`src/rtl/adcr_pkg.sv`:
```
`timescale 1ns/1ps
package adcr_pkg;

   // Fill length chosen by the two-bit latency mode: odd parity selects the short fill.
   function automatic int unsigned fill_len(input logic [1:0] mode,
                                            input int unsigned long_len,
                                            input int unsigned short_len);
      return (mode[1] ^ mode[0]) ? short_len : long_len;
   endfunction

   function automatic int unsigned max2(input int unsigned a, input int unsigned b);
      return (a > b) ? a : b;
   endfunction

endpackage

```
`src/rtl/adcr_edge_capture.sv`:
```
`timescale 1ns/1ps
module adcr_edge_capture #(
   parameter int BUS_W = 8,
   parameter int HI_W  = 8,
   parameter int LO_W  = 6
) (
   input  logic             clk,
   input  logic             rst_n,
   input  logic [BUS_W-1:0] bus_in,
   output logic [HI_W-1:0]  hi_q,
   output logic [LO_W-1:0]  lo_q,
   output logic             hi_seen
);

   logic [HI_W-1:0] hi_slice;
   logic [LO_W-1:0] lo_slice;

   // High phase: the part sits in the low-order bus lanes; spare lanes are dropped.
   generate
      if (HI_W == BUS_W) begin : g_hi_full
         assign hi_slice = bus_in;
      end else begin : g_hi_part
         logic unused_hi_spare;
         assign hi_slice        = bus_in[HI_W-1:0];
         assign unused_hi_spare = ^bus_in[BUS_W-1:HI_W];
      end
   endgenerate

   // Low phase: only the lowest LO_W lanes carry data.
   generate
      if (LO_W == BUS_W) begin : g_lo_full
         assign lo_slice = bus_in;
      end else begin : g_lo_part
         logic unused_lo_spare;
         assign lo_slice        = bus_in[LO_W-1:0];
         assign unused_lo_spare = ^bus_in[BUS_W-1:LO_W];
      end
   endgenerate

   always_ff @(posedge clk or negedge rst_n) begin
      if (!rst_n) begin
         hi_q    <= '0;
         hi_seen <= 1'b0;
      end else begin
         hi_q    <= hi_slice;
         hi_seen <= 1'b1;
      end
   end

   always_ff @(negedge clk or negedge rst_n) begin
      if (!rst_n) begin
         lo_q <= '0;
      end else begin
         lo_q <= lo_slice;
      end
   end

endmodule

```
`src/rtl/adcr_word_pack.sv`:
```
`timescale 1ns/1ps
module adcr_word_pack #(
   parameter int HI_W = 8,
   parameter int LO_W = 6,
   localparam int WORD_W = HI_W + LO_W
) (
   input  logic              clk,
   input  logic              rst_n,
   input  logic              pair_ready,
   input  logic [HI_W-1:0]   hi_in,
   input  logic [LO_W-1:0]   lo_in,
   output logic [WORD_W-1:0] word_q
);

   always_ff @(posedge clk or negedge rst_n) begin
      if (!rst_n) begin
         word_q <= '0;
      end else if (pair_ready) begin
         word_q <= {hi_in, lo_in};
      end
   end

endmodule

```
`src/rtl/adcr_fill_track.sv`:
```
`timescale 1ns/1ps
module adcr_fill_track
   import adcr_pkg::*;
#(
   parameter int IDX_W     = 12,
   parameter int LAT_LONG  = 8,
   parameter int LAT_SHORT = 6,
   localparam int LAT_MAX  = int'(max2(LAT_LONG, LAT_SHORT)),
   localparam int CNT_W    = $clog2(LAT_MAX + 1)
) (
   input  logic             clk,
   input  logic             rst_n,
   input  logic             pair_ready,
   input  logic [1:0]       lat_mode,
   output logic             valid_q,
   output logic [IDX_W-1:0] pix_q
);

   logic [1:0]       mode_q;
   logic [CNT_W-1:0] fill_q;
   logic [CNT_W-1:0] fill_lim;
   logic [IDX_W-1:0] pix_next_q;
   logic             mode_moved;

   assign mode_moved = (lat_mode != mode_q);
   assign fill_lim   = CNT_W'(fill_len(mode_q, LAT_LONG, LAT_SHORT));

   always_ff @(posedge clk or negedge rst_n) begin
      if (!rst_n) begin
         mode_q     <= 2'b00;
         fill_q     <= '0;
         valid_q    <= 1'b0;
         pix_q      <= '0;
         pix_next_q <= '0;
      end else if (mode_moved) begin
         mode_q     <= lat_mode;
         fill_q     <= '0;
         valid_q    <= 1'b0;
         pix_q      <= '0;
         pix_next_q <= '0;
      end else if (pair_ready) begin
         if (fill_q < fill_lim) begin
            fill_q  <= fill_q + 1'b1;
            valid_q <= 1'b0;
         end else begin
            valid_q    <= 1'b1;
            pix_q      <= pix_next_q;
            pix_next_q <= pix_next_q + 1'b1;
         end
      end else begin
         valid_q <= 1'b0;
      end
   end

endmodule

```
`src/rtl/adc_split_reassembler.sv`:
```
`timescale 1ns/1ps
module adc_split_reassembler #(
   parameter int BUS_W     = 8,
   parameter int HI_W      = 8,
   parameter int LO_W      = 6,
   parameter int LAT_LONG  = 8,
   parameter int LAT_SHORT = 6,
   parameter int IDX_W     = 12,
   localparam int WORD_W   = HI_W + LO_W
) (
   input  logic              clk,
   input  logic              rst_n,
   input  logic [BUS_W-1:0]  bus_in,
   input  logic [1:0]        lat_mode,
   output logic [WORD_W-1:0] word_out,
   output logic              word_valid,
   output logic [IDX_W-1:0]  pix_idx
);

   generate
      if (HI_W < 1 || HI_W > BUS_W) begin : g_bad_hi
         $error("HI_W must lie in 1..BUS_W");
      end
      if (LO_W < 1 || LO_W > BUS_W) begin : g_bad_lo
         $error("LO_W must lie in 1..BUS_W");
      end
      if (LAT_LONG < 1 || LAT_SHORT < 1) begin : g_bad_lat
         $error("latency fills must be at least one word");
      end
      if (IDX_W < 1) begin : g_bad_idx
         $error("IDX_W must be positive");
      end
   endgenerate

   logic [HI_W-1:0] cap_hi;
   logic [LO_W-1:0] cap_lo;
   logic            hi_seen;

   adcr_edge_capture #(
      .BUS_W (BUS_W),
      .HI_W  (HI_W),
      .LO_W  (LO_W)
   ) u_capture (
      .clk     (clk),
      .rst_n   (rst_n),
      .bus_in  (bus_in),
      .hi_q    (cap_hi),
      .lo_q    (cap_lo),
      .hi_seen (hi_seen)
   );

   adcr_word_pack #(
      .HI_W (HI_W),
      .LO_W (LO_W)
   ) u_pack (
      .clk        (clk),
      .rst_n      (rst_n),
      .pair_ready (hi_seen),
      .hi_in      (cap_hi),
      .lo_in      (cap_lo),
      .word_q     (word_out)
   );

   adcr_fill_track #(
      .IDX_W     (IDX_W),
      .LAT_LONG  (LAT_LONG),
      .LAT_SHORT (LAT_SHORT)
   ) u_track (
      .clk        (clk),
      .rst_n      (rst_n),
      .pair_ready (hi_seen),
      .lat_mode   (lat_mode),
      .valid_q    (word_valid),
      .pix_q      (pix_idx)
   );

endmodule

```
`config.mk`:
```
export PLATFORM = sky130hd
export DESIGN_NAME = adc_split_reassembler
export DESIGN_NICKNAME = d
export VERILOG_FILES = /design/src/rtl/adcr_pkg.sv /design/src/rtl/adcr_edge_capture.sv /design/src/rtl/adcr_word_pack.sv /design/src/rtl/adcr_fill_track.sv /design/src/rtl/adc_split_reassembler.sv
export SDC_FILE = /design/constraint.sdc
export NUM_CORES = 1
export LEC_CHECK = 0
export BUFFER_PORTS_ARGS = -buffer_cell sky130_fd_sc_hd__buf_2
export CORE_MARGIN = 2
export CORE_UTILIZATION = 50
export DETAILED_ROUTE_END_ITERATION = 8
export GPL_ROUTABILITY_DRIVEN = 0
export HOLD_SLACK_MARGIN = 0.05
export PLACE_DENSITY = 0.7
export SYNTH_ARGS = -nofsm -noshare
export SYNTH_HDL_FRONTEND = slang
export SYNTH_HIERARCHICAL = 1
export SYNTH_SLANG_ARGS = --single-unit
```
`constraint.sdc`:
```
create_clock -name clk -period 2.95 [get_ports clk]
set_clock_uncertainty 0.15 [all_clocks]
set_input_delay 0.1475 -clock clk [delete_from_list [all_inputs] [get_ports clk]]
set_output_delay 0.1475 -clock clk [all_outputs]
set_load 0.005 [all_outputs]
```
# Word level (Yosys, flattened, before mapping)
# Index checks and enable logic that the tools add are counted.
[totals] input_bits=12 register_bits=60
[op_classes] order_cmp=1 bitwise=1 addsub=2 n_eq_ne=2 mux=13 n_reduce_logical=4
[ops] operator="$mux W12" n=6
[ops] operator="$mux W4" n=4
[ops] operator="$add A12 B1 Y12 const B" n=1
[ops] operator="$add A4 B1 Y4 const B" n=1
[ops] operator="$lt A4 B4 Y1" n=1
[ops] operator="$reduce_and A2 Y1" n=2
[ops] operator="$reduce_bool A2 Y1" n=2
[ops] operator="$mux W1" n=3
[ops] operator="$ne A2 B1 Y1 const B" n=1
[ops] operator="$ne A2 B2 Y1" n=1
[ops] operator="$xor A1 B1 Y1" n=1

# Longest topological paths before layout
# Gate-level depths: netlist (run 1).
[logic_depth] word_depth=6 depth_mapped=8 mapped_depth_nobuf=7

# By module
# The synthesis (run 1) kept the hierarchy.
[by_module_without_submodules] module="adcr_fill_track" seq_area_each_um2=775.7 area_per_inst_um2=1485.2 cells_each=153 instances=1
[by_module_without_submodules] module="adcr_word_pack" seq_area_each_um2=350.3 area_per_inst_um2=519.2 cells_each=29 instances=1
[by_module_without_submodules] module="adcr_edge_capture" seq_area_each_um2=375.4 area_per_inst_um2=379.1 cells_each=16 instances=1

==> results of run 1 <==
==> power groups by stage <==
stage                     combinational [uW]  clock, uW  sequential (uW)
after floorplan                         67.0          0              888
after global routing                     154       1030              875
final                                    139        974              872
after detailed placement                 129          0              886
after global placement                   126          0              886
after CTS                                141        994              872
==> what timing repair did <==
action / CTS / global route
hold buffers: 11 / 0
setup endpoints to repair: 0 / 0
setup buffers: 0 / 0
endpoints found under the hold margin: 31 / 0
==> flip-flops by register name (all words and copies together), names as in the netlist <==
register and cells:
u_track/mode_q 2, u_capture/hi_q 8, u_capture/lo_q 6, u_track/valid_q 1
u_track/pix_q 12, u_capture/hi_seen 1, u_track/pix_next_q 12, u_track/fill_q 4
u_pack/word_q 14
==> per-stage QoR <==
stage | instances | setup slack [ns] | util | hold WS (ns)
after CTS | 311 | 0.470 | 0.642 | 0.220
after detailed placement | 284 | 0.479 | 0.561 | -0.000435
after global placement | 284 | 0.568 | 0.561 | 0.00192
after floorplan | 198 | 0.657 | - | -0.298
after global routing | 311 | 0.311 | 0.642 | 0.251
final | 311 | 0.452 | 0.642 | 0.212
==> final cells by class <==
class | count | area [sq um] | share of cell area
clock buffer | 12 | 145 | 0.0485
timing repair buffer | 54 | 338 | 0.113
clock inverter | 4 | 120 | 0.0402
inverter | 3 | 11.3 | 0.00377
tap | 54 | 67.6 | 0.0226
sequential | 60 | 1500 | 0.502
multi-input combinational | 124 | 807 | 0.270
==> cell usage in the layout (no fill, tap or decap), types with 3 or more instances in the layout <==
cell / count
ha_1: 4
mux2i_1: 3
mux2_2: 14
dfrtp_1: 54
o31ai_1: 6
xor2_1: 4
buf_2: 38
nand4_1: 3
nand2_1: 18
clkbuf_8: 10
nand3_1: 18
dlygate4sd3_1: 11
a21oi_1: 17
or3_1: 9
buf_4: 5
dfrtn_1: 6
bufinv_16: 4
o21ai_0: 11
nor2_1: 3
or4_1: 5
==> per-layer routing <==
layer / track usage / share of wire / vias up
met5: 0 / 0 / -
met4: 0.128 / 0.027 / 0
met3: 0.0552 / 0.040 / 15
met2: 0.295 / 0.50 / 38
met1: 0.257 / 0.44 / 844
li1: - / - / 821
==> cells by family (layout without fill, tap and decap cells) <==
group	count (synthesis)	in the layout	share of synthesized area
buffers and inverters	14	73	0.0315
adder cells (fa/ha/maj)	4	4	0.0210
AO/OA/AOI/OAI	38	38	0.0940
AND/OR/NAND/NOR	60	60	0.129
other	1	1	0.00157
multiplexers	17	17	0.0787
flip-flops	60	60	0.630
XOR/XNOR	4	4	0.0147
==> final timing paths <==
check | end | slack (ns) | cells past startpoint
max | u_track/fill_q[3] | 0.45 | 7
min | u_pack/word_q[7] | 0.21 | 2
max reg2reg | u_track/fill_q[3] | 0.45 | 7
min reg2reg | u_pack/word_q[12] | 0.32 | 1
max in group asynchronous | u_capture/lo_q[2] | 0.69 | 2
min in group clk | u_capture/hi_q[6] | 0.31 | 2
==> worst max-delay path: cells and delay by family, from the launching register on <==
family                     cells  cell delay (ns)
and+or+nand+nor                2             0.83
DFF                            1             0.40
adders and majority gates      1             0.19
buffers and inverters          1             0.08
xor gates and xnor gates       1             0.23
AOI/OAI and AO/OA              2             0.53
==> results.md, run 1 <==
- Filler cells: 358
- Cells after synthesis: 198
- Syn_nets: 214
- PortBufs: 38
- Hold Crit Class: in2async
- Post_cts resized: 0
- Vias per inst: 5.52
- Final Cell Area: approximately 3000 sq um
- Final HPWL DP: between 2 and 3 mm
- Power per cell area: ~660 nW/um^2
- Vias: 1718
- Leak: 0.00136 uW
- Fin. Hold Viols: 0
- Vias in the first global route: 1728
- Leading register cell type out of synthesis: dfrtp_1
- Post-synth top area share: 0.567
- Net Sw Frac: 0.200
- Drt first pass iters: 4
- Most common cell in the synthesized netlist: dfrtp_1
- Area leader, netlist: dfrtp_1
- Reg2Reg Launch Point: u_track/mode_q[0]
- Initial antenna violation count: 0
- Initial Utilization: 0.511
- Internal Power: 1590 uW
- Net Sw Power: 397 uW
- Cell variety after synth: 30
- Syn Area/Cell: 12.0 sq um
- Post-place instance area: approximately 2600 sq um
- Final worst path period share: 0.847
- Worst Max-Slew Pin Slew: 0.512 ns
- Yosys reg bits: 60
- Total Power: 1980 uW
- CTS tree: built
- Status: finished clean
- Clk pin slew, worst setup/hold paths: about 0.060 ns
- Ys Warns: 6
- First-pass GRT wire length: 7.86 mm
- Worst setup SP type: flip-flop
- CP max stage delay: 0.42 ns
- Max Root-Sink Buffers: 2
- Fin crit period: 2.50 ns
- Setup crit end kind: flip-flop
- Cell Area, Synth: approximately 2400 sq um
- Top post-synthesis cells by area: dfrtp_1, mux2_2, dfrtn_1, nand3_1, a21oi_1
- Clock root buffer: clkbuf_8
- DRC Markers: 0
- Row count: 25
- Die height: 73.0 um
- Critical path type: reg2reg
- Worst setup path startpoint: u_track/mode_q[0]
- Core area: approximately 4700 sq um
- Most instantiated cells after synthesis: dfrtp_1, nand2_1, nand3_1
- Worst-path cell with the longest stage delay: or3_1
- CP arrival: 2.60 ns
- Layout cells sized above 1: 0.288
- # IOs: 39
- Peak VDD IR: 0.458 mV
- Die Wd: 73.0 um
- Max-slew headroom: 0.659
- Num CTS Buffers: 9
- Gate power share: 0.070
- Clk Latency, worst-skew pair: 0.33 ns
- Layout area overhead: 25.5%
- MaxCap Viol Count: 0
- Clk sink count: 60
- Most used cell along the critical path: or3_1
- Post-synth EDFFs: 0
- Cell Chain, Critical Path: xor2_1 -> inv_2 -> ha_1 -> or3_1 -> o22a_1 -> or3_1 -> a21oi_1
- Max H-tree Level: 3
- Share of power burned in the clock network: 0.491
- DRT iter0 DRCs: 159
- Final #Nets: 268
- Ant diodes: 0
- Routed wire length per instance: 14.8 um
- Largest net degree at the start of global routing: 38
- Setup TNS: 0 ns
- Slew Limit Fails: 0
- Setup Viol. Count Final: 0
- Share of synthesized registers carrying an async set or reset: 1.00
- Total gr overflow: 0
- Crit path required time: 3.05 ns
- Reg power frac: 0.439
- ANT nets after route: 0
- RSZ-0062 raised after global routing: no
- Drt total wl: 4.61 mm
- GR Util All Layers: 0.199
- Max Fclk: 400 MHz
- Worst-path fanout max: 16
- Die area: 5340 sq um
- Sequential share of the synthesized area: 0.630
Power figures use the tool's default switching activity.
==> run 2: changes to the inputs <==
Settings changed: PLACE_DENSITY 0.7 to 0.73.
Clock period 2.95 ns to 2.11 ns, I/O delays scaled along.
==> run 2 against run 1 <==
The run now ends with negative setup slack left. Sequential share of layout area is 3.1 points lower. Critical path depth grew 1. Setup slack lost 0.58 ns. Fmax is 11% higher. Total power rose by 31%. Critical endpoint is now u_track/pix_next_q[7].
==> results.md, run 2 (synthesized netlist as in run 1, its figures left out) <==
- Status: complete, but fails checks (was finished clean)
- Violated checks: negative setup slack
- Place WS: -0.148 ns (was 0.479 ns)
- Final #Nets: 284 (was 268)
- Commonest cells after routing, fill and taps aside: dfrtp_1, buf_2, buf_4, nand2_1, nand3_1 (was dfrtp_1, buf_2, nand2_1, nand3_1, a21oi_1)
- Total gr overflow: 0 (unchanged)
- DRC Markers: 0 (unchanged)
- Hold Crit Class: in2async (unchanged)
- MaxCap Viol Count: 0 (unchanged)
- PortBufs: 38 (unchanged)
- Area of the multi-input gates: 890 sq um (was 807 sq um)
- Worst setup SP type: flip-flop (unchanged)
- Setup crit end kind: flip-flop (unchanged)
- Die Wd: 73.0 um (unchanged)
- Max reg flops: 14 (unchanged)
- Layout area overhead: 33.6% (was 25.5%)
- Setup Viol. Count Final: 18 (was 0)
- GR Util All Layers: 0.196 (was 0.199)
- CP arrival: 2.35 ns (was 2.60 ns)
- Clk pin slew, worst setup/hold paths: 0.06 ns (about the same)
- Initial Utilization: 0.511 (unchanged)
- Biggest register: u_pack/word_q (unchanged)
- Crit path required time: 2.22 ns (was 3.05 ns)
- Worst-path fanout max: 8 (was 16)
- Max Root-Sink Buffers: 2 (unchanged)
- Final Cell Area: 3190 sq um (was 2990 sq um)
- Die area: 5340 sq um (unchanged)
- Slew Limit Fails: 0 (unchanged)
- Die height: 73.0 um (unchanged)
- Num CTS Buffers: 9 (unchanged)
- Power per cell area: 816 nW/um^2 (was 664 nW/um^2)
- Drt first pass iters: 4 (unchanged)
- Largest net degree at the start of global routing: 36 (was 38)
- Clk sink count: 60 (unchanged)
- Drt total wl: 4.74 mm (was 4.61 mm)
- Critical path type: reg2reg (unchanged)
- Max Fclk: 446 MHz (was 400 MHz)
- Core area: 4660 sq um (unchanged)
- Leak: 0.00147 uW (was 0.00136 uW)
- Clock root buffer: clkbuf_8 (unchanged)
- Filler cells: 337 (was 358)
- Largest registers: u_pack/word_q (14), u_track/pix_next_q (12), u_track/pix_q (12) (unchanged)
- Initial antenna violation count: 0 (unchanged)
- Vias in the first global route: 1707 (was 1728)
- Area occupied by registers: 1500 sq um (unchanged)
- Routed wire length per instance: 14.5 um (was 14.8 um)
- Final WS setup: -0.133 ns (was 0.452 ns)
- Final HPWL DP: 3.05 mm (was 2.91 mm)
- Most common cell after layout, fill and taps aside: dfrtp_1 (unchanged)
- Ant diodes: 0 (unchanged)
- Fin. Hold Viols: 0 (unchanged)
- CTS tree: built (unchanged)
- Max H-tree Level: 3 (unchanged)
- Clk Latency, worst-skew pair: 0.34 ns (was 0.33 ns)
- First-pass GRT wire length: 7.72 mm (was 7.86 mm)
- Fin crit period: 2.24 ns (was 2.50 ns)
- Final worst path period share: 1.06 (was 0.847)
- Vias per inst: 5.40 (was 5.52)
- RSZ-0062 raised after global routing: yes (was no)
- Peak VDD IR: 0.608 mV (was 0.458 mV)
- ANT nets after route: 0 (unchanged)
- Row count: 25 (unchanged)
- Layout cells sized above 1: 0.377 (was 0.288)
- DRT iter0 DRCs: 85 (was 159)
- Vias: 1766 (was 1718)
- # IOs: 39 (unchanged)
- Post-place instance area: 2760 sq um (was 2620 sq um)
run 2: cell types whose count changed in the layout (fill, tap and decap cells not counted), sizes merged:
cell / delta
bufinv: -2
inv: +1
clkinvlp: +1
buf: +15
clkbuf: -1
clkinv: +2
run 2: final cells by class:
| type | instances | share of cell area |
|---|---|---|
| sequential | 60 | 0.471 |
| multi-input combinational | 124 | 0.279 |
| tap | 54 | 0.0212 |
| clock buffer | 10 | 0.0432 |
| inverter | 3 | 0.00353 |
| timing repair buffer | 70 | 0.154 |
| clock inverter | 6 | 0.0271 |
run 2: final timing paths:
check / startpoint / cells past startpoint / slack [ns] / end
min in group clk: bus_in[7] / 2 / 0.26 / u_capture/hi_q[7]
max: u_track/mode_q[1] / 8 / -0.13 / u_track/pix_next_q[7]
max in group asynchronous: rst_n / 2 / 0.38 / u_capture/lo_q[3]
min: rst_n / 2 / 0.12 / u_pack/word_q[0]
min reg2reg: u_capture/hi_q[4] / 1 / 0.33 / u_pack/word_q[10]
max reg2reg: u_track/mode_q[1] / 8 / -0.13 / u_track/pix_next_q[7]
run 2: power by group:
part	switching, uW	leakage (uW)	internal [uW]
Sequential	23.0	0.000767	1200
Clock	448	0.000113	696
Combinational	120	0.000586	116
Total	591	0.00147	2010
run 2: per-layer routing:
metal | up-vias | GRT usage | wire [um]
met5 | - | 0 | 0
met4 | 0 | 0.123 | 104
met3 | 11 | 0.0525 | 230
met2 | 44 | 0.312 | 2370
met1 | 861 | 0.234 | 2040
li1 | 850 | - | -
run 2: stage by stage:
step           cells  utilization  total power (uW)  setup TNS (ns)  hold slack (ns)
6_report         327        0.683              2600           -1.11            0.123
5_1_grt          327        0.683              2700           -3.28            0.179
4_1_cts          323        0.666              2610          -0.736            0.135
3_5_place_dp     296        0.591              1450           -1.20          -0.0605
3_3_place_gp     296        0.591              1440          -0.628          -0.0659
2_1_floorplan    198            -              1340               0           -0.340
run 2: repair_timing:
item | in CTS | in global routing
gates resized for setup | 4 | 7
setup endpoints to repair | 16 | 29
setup buffers | 0 | 3
pin swaps | 3 | 5
hold endpoints to repair | 29 | 0
hold buffers | 11 | 0
cloned | 0 | 1
run 2: worst max-delay path, cell delays in order (launching register included):
cell       delay [ns]
dfrtp_1          0.41
xor2_2           0.19
inv_2            0.07
ha_4             0.26
o21a_4           0.13
o221ai_4         0.16
clkbuf_16        0.19
or4_1            0.46
a21oi_1          0.14
==> run 3: changes to the inputs <==
==> constraint.sdc (replaced) <==
create_clock -name clk -period 2.11 [get_ports clk]
set_clock_uncertainty 0.15 [all_clocks]
set_input_delay 0.3165 -clock clk [delete_from_list [all_inputs] [get_ports clk]]
set_output_delay 0.3165 -clock clk [all_outputs]
set_load 0.005 [all_outputs]
==> run 3 against run 2 <==
The run still ends with negative setup slack left. Clock power about the same. Combinational power is 3% lower. Fmax is 0.13% lower. Total power about the same. Design area fell by 0.98%. Highest routed layer unchanged. Final cell count decreased by 0.61%. Worst hold slack gained 0.17 ns.
==> results.md, run 3 (synthesized netlist as in run 1, its figures left out) <==
- Status: complete, but fails checks (unchanged)
- Violated checks: negative setup slack (unchanged)
- Total Power: 2600 uW (about the same)
- Clk pin slew, worst setup/hold paths: 0.07 ns (was 0.06 ns)
- CP arrival: 2.36 ns (was 2.35 ns)
- Clock root buffer: clkbuf_8 (unchanged)
- Row count: 25 (unchanged)
- Critical path type: reg2reg (unchanged)
- Die height: 73.0 um (unchanged)
- Max Fclk: 445 MHz (was 446 MHz)
- GR Util All Layers: 0.200 (was 0.196)
- Power per cell area: 824 nW/um^2 (was 816 nW/um^2)
- Num CTS Buffers: 9 (unchanged)
- Final Non-Filler Cells: 325 (was 327)
- Fin util: 0.677 (was 0.683)
- Clk Latency, worst-skew pair: 0.33 ns (was 0.34 ns)
- Initial Utilization: 0.511 (unchanged)
- Final #Nets: 282 (was 284)
- Biggest register: u_pack/word_q (unchanged)
- Max Root-Sink Buffers: 2 (unchanged)
- Layout cells sized above 1: 0.373 (was 0.377)
- Crit path required time: 2.22 ns (about the same)
- DRT iter0 DRCs: 74 (was 85)
- Worst setup SP type: flip-flop (unchanged)
- Setup Viol. Count Final: 26 (was 18)
- Max reg flops: 14 (unchanged)
- Place WS: -0.159 ns (was -0.148 ns)
- Largest registers: u_pack/word_q (14), u_track/pix_next_q (12), u_track/pix_q (12) (unchanged)
- CTS tree: built (unchanged)
- CP max stage delay: 0.48 ns (was 0.46 ns)
- Drt first pass iters: 4 (unchanged)
- Leak: 0.00144 uW (was 0.00147 uW)
- Commonest cells after routing, fill and taps aside: dfrtp_1, buf_2, nand2_1, nand3_1, buf_4 (was dfrtp_1, buf_2, buf_4, nand2_1, nand3_1)
- Fin crit period: 2.25 ns (was 2.24 ns)
- Die Wd: 73.0 um (unchanged)
- Setup TNS: -1.59 ns (was -1.11 ns)
- Final HPWL DP: 3.11 mm (was 3.05 mm)
- ANT nets after route: 0 (unchanged)
- Slew Limit Fails: 0 (unchanged)
- Worst-path fanout max: 17 (was 8)
- PortBufs: 38 (unchanged)
- Core area: 4660 sq um (unchanged)
- MaxCap Viol Count: 0 (unchanged)
- Vias in the first global route: 1628 (was 1707)
- Fin. Hold Viols: 0 (unchanged)
- Ant diodes: 0 (unchanged)
- Initial antenna violation count: 0 (unchanged)
- Vias: 1732 (was 1766)
- Die area: 5340 sq um (unchanged)
- Filler cells: 340 (was 337)
- Layout area overhead: 32.3% (was 33.6%)
- # IOs: 39 (unchanged)
- Clk sink count: 60 (unchanged)
- Final worst path period share: 1.06 (about the same)
- Final WS setup: -0.136 ns (was -0.133 ns)
- Worst-path cell with the longest stage delay: or4_1 (unchanged)
- Largest net degree at the start of global routing: 36 (unchanged)
- Drt total wl: 4.78 mm (was 4.74 mm)
- DRC Markers: 0 (unchanged)
- Routed wire length per instance: 14.7 um (was 14.5 um)
- Vias per inst: 5.33 (was 5.40)
- Dpl cells: 297 (was 296)
- Hold Crit Class: in2async (unchanged)
- Max H-tree Level: 3 (unchanged)
- Most common cell after layout, fill and taps aside: dfrtp_1 (unchanged)
- First-pass GRT wire length: 7.74 mm (was 7.72 mm)
- Setup crit end kind: flip-flop (unchanged)
- Cell Chain, Critical Path: xor2_2 -> inv_2 -> ha_4 -> o21a_4 -> o221ai_4 -> buf_12 -> or4_1 -> a21oi_2 (was xor2_2 -> inv_2 -> ha_4 -> o21a_4 -> o221ai_4 -> clkbuf_16 -> or4_1 -> a21oi_1)
- RSZ-0062 raised after global routing: yes (unchanged)
- Total gr overflow: 0 (unchanged)
- Peak VDD IR: 0.727 mV (was 0.608 mV)
-- run 3: changes by cell type in the layout (fill, tap and decap cells not counted), sizes merged --
cell      change
clkinv        -1
clkinvlp      +2
inv           -1
buf           -1
clkbuf        -1
-- run 3: per-stage QoR --
| step | hold WS, ns | instance area (sq um) |
|---|---|---|
| after floorplan | -0.129 | 2420 |
| after global placement | 0.101 | 2760 |
| after detailed placement | 0.0999 | 2760 |
| after CTS | 0.295 | 3140 |
| after global routing | 0.320 | 3150 |
| final | 0.290 | 3150 |
-- run 3: metal layers --
metal / GRT usage / wire [um] / vias to the layer above
li1: - / - / 843
met1: 0.262 / 2120 / 849
met2: 0.305 / 2420 / 35
met3: 0.0677 / 205 / 5
met4: 0.0844 / 36 / 0
met5: 0 / 0 / -
-- run 3: where the power goes --
part / switching [uW] / internal (uW)
Sequential: 23.5 / 1200
Combinational: 119 / 110
Clock: 454 / 694
-- run 3: path summary, 6_finish.rpt --
kind	startpoint	end	slack, ns	cells past startpoint
min	rst_n	u_pack/word_q[6]	0.29	2
max in group asynchronous	rst_n	u_capture/lo_q[4]	0.26	2
max reg2reg	u_track/mode_q[1]	u_track/pix_next_q[10]	-0.14	8
max	u_track/mode_q[1]	u_track/pix_next_q[10]	-0.14	8
min reg2reg	u_capture/hi_q[4]	u_pack/word_q[10]	0.33	1
min in group clk	u_capture/hi_q[4]	u_pack/word_q[10]	0.33	1
-- run 3: area by class of cell --
class | instances | area [sq um] | share of cell area
Clock inverter | 6 | 87.6 | 0.0278
Sequential cell | 60 | 1500 | 0.476
Tap cell | 54 | 67.6 | 0.0214
Multi-Input combinational cell | 124 | 890 | 0.282
Clock buffer | 10 | 138 | 0.0436
Inverter | 3 | 11.3 | 0.00357
Timing Repair Buffer | 68 | 459 | 0.146
-- run 3: critical path, delay by kind of cell, from the launching register on --
| kind | cells | cell delay (ns) |
|---|---|---|
| simple gates | 1 | 0.48 |
| flops | 1 | 0.42 |
| buf+inv | 2 | 0.25 |
| fa+ha+maj | 1 | 0.27 |
| compound gates | 3 | 0.38 |
| xor+xnor | 1 | 0.23 |
-- run 3: what timing repair did --
item                       in CTS  in global routing
setup endpoints to repair      25                 29
hold buffers                   11                  0
hold endpoints to repair       18                  0
pin swaps                       3                  1
gates resized for setup         7                  6
buffers inserted                1                  0
